<file path="config.mk">
export PLATFORM = sky130hd
export DESIGN_NAME = ocp_trip_guard
export DESIGN_NICKNAME = d
export VERILOG_FILES = /design/src/rtl/ocp_pkg.sv /design/src/rtl/ocp_tick_gen.sv /design/src/rtl/ocp_qual_filter.sv /design/src/rtl/ocp_fault_ctrl.sv /design/src/rtl/ocp_trip_guard.sv
export SDC_FILE = /design/constraint.sdc
export NUM_CORES = 1
export LEC_CHECK = 0
export BUFFER_PORTS_ARGS = -buffer_cell sky130_fd_sc_hd__buf_2
export CORE_MARGIN = 5
export CORE_UTILIZATION = 40
export CTS_BUF_LIST = sky130_fd_sc_hd__clkbuf_4
export DETAILED_ROUTE_END_ITERATION = 10
export PLACE_DENSITY_LB_ADDON = 0.3
export SKIP_LAST_GASP = 1
export SLEW_MARGIN = 30
export SYNTH_ARGS = -nofsm -noshare
export SYNTH_HDL_FRONTEND = slang
export SYNTH_SLANG_ARGS = --single-unit
export TNS_END_PERCENT = 30
</file>
<file path="constraint.sdc">
create_clock -name clk -period 2.65 [get_ports clk]
set_input_delay 0.3975 -clock clk [delete_from_list [all_inputs] [get_ports clk]]
set_output_delay 0.3975 -clock clk [all_outputs]
set_load 0.005 [all_outputs]
</file>
<file path="src/rtl/ocp_pkg.sv">
package ocp_pkg;
  typedef enum logic [1:0] {
    ST_ARMED     = 2'd0,
    ST_TRIP_BYP  = 2'd1,
    ST_TRIP_HOLD = 2'd2
  } ocp_state_e;

  typedef logic [1:0] ocp_dir_t;

  localparam ocp_dir_t DIR_NONE = 2'b00;
  localparam ocp_dir_t DIR_CHG  = 2'b01;
  localparam ocp_dir_t DIR_DIS  = 2'b10;

  localparam int NUM_DIRS = 2;
endpackage

</file>
<file path="src/rtl/ocp_tick_gen.sv">
module ocp_tick_gen #(
  parameter int TICK_DIV = 250000
) (
  input  logic clk,
  input  logic rst,
  output logic tick
);
  localparam int CW = (TICK_DIV > 1) ? $clog2(TICK_DIV) : 1;
  localparam logic [CW-1:0] LAST = CW'(TICK_DIV - 1);

  logic [CW-1:0] cnt_q;

  always_ff @(posedge clk) begin
    if (rst) begin
      cnt_q <= '0;
      tick  <= 1'b0;
    end else begin
      tick <= (cnt_q == LAST);
      if (cnt_q == LAST) cnt_q <= '0;
      else               cnt_q <= cnt_q + 1'b1;
    end
  end
endmodule

</file>
<file path="src/rtl/ocp_qual_filter.sv">
module ocp_qual_filter #(
  parameter int QUAL_TICKS = 6
) (
  input  logic clk,
  input  logic rst,
  input  logic tick,
  input  logic clear,
  input  logic flag,
  output logic qual
);
  localparam int CNT_W = $clog2(QUAL_TICKS + 1);
  localparam logic [CNT_W-1:0] LAST = CNT_W'(QUAL_TICKS - 1);
  localparam logic [CNT_W-1:0] TOP  = CNT_W'(QUAL_TICKS);

  logic [CNT_W-1:0] cnt_q;

  // The tick that completes the count raises qual in the same cycle
  assign qual = flag && tick && !clear && (cnt_q == LAST);

  always_ff @(posedge clk) begin
    if (rst || clear || !flag) begin
      cnt_q <= '0;
    end else if (tick && (cnt_q != TOP)) begin
      cnt_q <= cnt_q + 1'b1;
    end
  end
endmodule

</file>
<file path="src/rtl/ocp_fault_ctrl.sv">
module ocp_fault_ctrl
  import ocp_pkg::*;
(
  input  logic                clk,
  input  logic                rst,
  input  logic [NUM_DIRS-1:0] qual,
  input  logic                en_level,
  input  logic                en_rise,
  input  logic                hiz_load,
  output logic                fault,
  output logic                bypass_en,
  output logic                gate_off,
  output ocp_dir_t            dir
);
  ocp_state_e st_q, st_d;
  ocp_dir_t   dir_d;

  always_comb begin
    st_d  = st_q;
    dir_d = dir;
    case (st_q)
      ST_ARMED: begin
        if (en_level && (qual != '0)) begin
          st_d  = ST_TRIP_BYP;
          dir_d = qual[0] ? DIR_CHG : DIR_DIS;   // charge wins a tie
        end
      end
      ST_TRIP_BYP: begin
        if (en_rise || hiz_load) begin
          st_d  = ST_ARMED;
          dir_d = DIR_NONE;
        end else if (!en_level) begin
          st_d  = ST_TRIP_HOLD;
        end
      end
      ST_TRIP_HOLD: begin
        if (en_rise) begin
          st_d  = ST_ARMED;
          dir_d = DIR_NONE;
        end
      end
      default: begin
        st_d  = ST_ARMED;
        dir_d = DIR_NONE;
      end
    endcase
  end

  always_ff @(posedge clk) begin
    if (rst) begin
      st_q      <= ST_ARMED;
      dir       <= DIR_NONE;
      fault     <= 1'b0;
      bypass_en <= 1'b0;
      gate_off  <= 1'b1;
    end else begin
      st_q      <= st_d;
      dir       <= dir_d;
      fault     <= (st_d != ST_ARMED);
      bypass_en <= (st_d == ST_TRIP_BYP);
      gate_off  <= (st_d != ST_ARMED) || !en_level;
    end
  end
endmodule

</file>
<file path="src/rtl/ocp_trip_guard.sv">
module ocp_trip_guard
  import ocp_pkg::*;
#(
  parameter int TICK_DIV   = 250000,
  parameter int QUAL_TICKS = 6
) (
  input  logic       clk,
  input  logic       rst,
  input  logic       chg_over_i,
  input  logic       dis_over_i,
  input  logic       hiz_load_i,
  input  logic       en_level_i,
  input  logic       en_rise_i,
  output logic       gate_off_o,
  output logic       bypass_en_o,
  output logic       fault_o,
  output logic [1:0] trip_dir_o
);
  logic                tick;
  logic [NUM_DIRS-1:0] flags;
  logic [NUM_DIRS-1:0] qual;
  logic                cnt_clear;

  assign flags     = {dis_over_i, chg_over_i};
  assign cnt_clear = fault_o || !en_level_i;

  ocp_tick_gen #(.TICK_DIV(TICK_DIV)) tick_i (
    .clk  (clk),
    .rst  (rst),
    .tick (tick)
  );

  for (genvar d = 0; d < NUM_DIRS; d++) begin : g_dir
    ocp_qual_filter #(.QUAL_TICKS(QUAL_TICKS)) filt_i (
      .clk   (clk),
      .rst   (rst),
      .tick  (tick),
      .clear (cnt_clear),
      .flag  (flags[d]),
      .qual  (qual[d])
    );
  end

  ocp_fault_ctrl ctrl_i (
    .clk       (clk),
    .rst       (rst),
    .qual      (qual),
    .en_level  (en_level_i),
    .en_rise   (en_rise_i),
    .hiz_load  (hiz_load_i),
    .fault     (fault_o),
    .bypass_en (bypass_en_o),
    .gate_off  (gate_off_o),
    .dir       (trip_dir_o)
  );
endmodule

</file>
==> summary.txt <==
Synth
  • Warnings from Yosys: 0
  • Mapped Cells: 165
  • Syn avg cell area: 8.96 um2
  • Seq cells post-synth: 32
  • Register area share after synthesis: 0.434
  • Syn_nets: 179
  • Netlist cell types: 33
  • Post-synth ARST share: 0
  • Ys flop type: dfxtp_1
  • Synth Cell Area: 1480 um2
  • EDFF count, synth: 0

Run status
  • Outcome: finished, final reports clean

Min path
  • Worst Hold End: ctrl_i.st_q[1]
  • Hold path startpoint: en_rise_i
  • Hold WC Path Type: input pin to flop
  • Worst hold stages: 2

Worst setup path
  • CP max stage delay: 0.76 ns
  • Worst Path Required: 2.83 ns
  • CP Capture Type: flop
  • Crit Reg-Reg Endpoint: tick_i.cnt_q[3]
  • R2r setup slk: 0.67 ns
  • Crit start category: flop
  • WS Path Type: flop to flop
  • CP cell instances: ha_1, nand4_1, o31ai_4, nor2_1
  • R2R cell count: 4
  • Arrival time at the worst endpoint: 2.16 ns
  • Reg-to-reg startpoint: tick_i.cnt_q[0]
  • CP max FO: 18
  • CP max stage cell: o31ai_4

Timing
  • # setup viols final: 0
  • Rel. slew slack: 0.521
  • Worst Skew: 0.0139 ns
  • RSZ-0062 raised after global routing: false
  • Pins over their slew limit: 0
  • Setup TNS: 0 ns
  • Worst-margin pin slew: 0.718 ns
  • Final hold vios: 0
  • Minimum clock period: 1.98 ns
  • Final period utilization: 0.746
  • Fmax achieved: 506 MHz

Layout
  • Post-Layout Cell Count: 230
  • Most common cell after layout, fill and taps aside: dfxtp_1
  • Antenna Cells: 0
  • Share of post-route cells with drive strength above 1: 0.137
  • Core Util, Final: 0.455
  • Total Nets Final: 195
  • Synth-to-Final Area Change: 11.9%
  • Fill cell count: 378
  • Most frequent cells in the layout: dfxtp_1 (32), nor2_1 (29), xnor2_1 (14)

Route
  • # DRC: 0
  • DR vias: 1197
  • WL/cell: 12.1 um
  • Final wirelength: 2780 um
  • DR vias/cell: 5.20
  • First-pass detailed-route iteration total: 4
  • DR iter-0 viols: 43
  • Detail Route Antenna Nets: 0

Power and ir drop
  • Leak: 0.000561 uW
  • Worst vdd ir: 0.000176 V
  • Switching fraction of total power: 0.207
  • P_int: 687 uW
  • Combinational Power Share: 0.028
  • Clock power frac: 0.407
  • Pwr/cell area: 524 nW/um2
  • Sequential power share: 0.565
  • Psw: 180 uW

Clock network
  • Postcts setup bufs: 0
  • Post-cts resize count: 0
  • Worst skew pair latency: 0.33 ns
  • Root buffer cell: clkbuf_4
  • Clock slew at reported path FFs: 0.10 ns
  • Total CTS buffers: 5
  • Clock buffer depth: 2
  • CTS tree: built
  • Htree depth: 2
  • Post-CTS Hold Fix Bufs: 0
  • Clock sinks: 32

Floorplan
  • Starting Density: 0.407
  • Core Rows: 22
  • Die Wd: 70.8 um
  • Die area: 5010 um2
  • Die span in y: 70.8 um
  • # IOs: 12
  • Core area: 3630 um2

Placed design
  • Global placer's final weighted congestion: 0.804
  • Final HPWL DP: 2110 um
  • Buffers on Ports: 11
  • Dpl cells: 222

Global route
  • GR Overflow Total: 0
  • Vias in the first global route: 1138
  • GRT Total Usage: 0.120
  • First-pass GRT wire length: 4800 um
  • Largest net degree at the start of global routing: 19
  • Initial antenna violation count: 0

Job
  • Max cap viols: 0
-- per-layer routing --
layer,wire length (um),GRT usage
met1,1200,0.131
met2,1370,0.203
met3,131,0.0412
met4,68,0.0647
met5,0,0
-- Yosys cell counts, types with 2 or more instances --
| master | number | area (um2) |
|---|---|---|
| a21oi_1 | 6 | 30.0 |
| or2_2 | 2 | 12.5 |
| nor3_1 | 8 | 40.0 |
| xnor2_1 | 14 | 123 |
| a21boi_0 | 2 | 15.0 |
| ha_1 | 7 | 87.6 |
| nand4_1 | 3 | 18.8 |
| nor2_1 | 29 | 109 |
| xor2_1 | 3 | 26.3 |
| dfxtp_1 | 32 | 641 |
| and4b_1 | 2 | 20.0 |
| o21ai_0 | 3 | 15.0 |
| nand2_1 | 8 | 30.0 |
| inv_1 | 9 | 33.8 |
| a211oi_1 | 4 | 30.0 |
| nand4_2 | 2 | 25.0 |
| nand3_1 | 9 | 45.0 |
| nor4_1 | 6 | 37.5 |
| nor3b_1 | 2 | 15.0 |
-- logic make-up after synthesis --
kind of cell	Yosys count	share of synthesized area
buffers and inverters	11	0.0330
xor gates and xnor gates	17	0.101
DFF	32	0.434
adders and majority gates	7	0.0593
and+or+nand+nor	77	0.271
AOI/OAI and AO/OA	21	0.102
-- layout make-up --
class,count,area [um2],area share
multi-input cells,122,788,0.477
flip-flops and latches,32,641,0.388
well taps,48,60.1,0.0363
repair buffers,11,55.1,0.0333
clock buffers,5,37.5,0.0227
clock inverters,3,37.5,0.0227
inverters,9,33.8,0.0204
-- worst max path at each step --
stage / endpoint / startpoint / depth (start not counted)
after floorplan: tick_i.cnt_q[10] / tick_i.cnt_q[14] / 5
after global placement: tick_i.cnt_q[2] / tick_i.cnt_q[0] / 4
after detailed placement: tick_i.cnt_q[8] / tick_i.cnt_q[0] / 4
after CTS: tick_i.cnt_q[3] / tick_i.cnt_q[0] / 4
after global routing: tick_i.cnt_q[3] / tick_i.cnt_q[0] / 4
final: tick_i.cnt_q[3] / tick_i.cnt_q[0] / 4
-- flip-flops by register name (all words and copies together) (netlist names) --
register / count
tick_i.cnt_q: 18
g_dir.filt_i.cnt_q: 6
ctrl_i.dir: 2
ctrl_i.st_q: 2
ctrl_i.bypass_en: 1
ctrl_i.fault: 1
ctrl_i.gate_off: 1
tick_i.tick: 1
-- power by group through the flow --
stage / sequential (uW) / clock, uW / combinational (uW)
after floorplan: 500 / 0 / 16.0
after global placement: 501 / 0 / 23.7
after detailed placement: 501 / 0 / 24.9
after CTS: 490 / 363 / 25.0
after global routing: 491 / 386 / 27.6
final: 490 / 352 / 24.5
-- metrics by stage --
step                      hold slack [ns]  power [uW]  instance area (um2)  setup slack (ns)
after global placement              0.453         524                 1580             0.803
after detailed placement            0.472         526                 1580             0.678
after floorplan                     0.440         516                 1480              1.01
final                               0.288         867                 1650             0.672
after global routing                0.269         905                 1650             0.491
after CTS                           0.276         878                 1650             0.657
-- worst max-delay path: cells and delay by family (launching register included) --
family	cells	cell delay [ns]
AO/OA/AOI/OAI	1	0.76
adder cells (fa/ha/maj)	1	0.22
flip-flops	1	0.40
AND/OR/NAND/NOR	2	0.44
(Power assumes the default switching activity.)
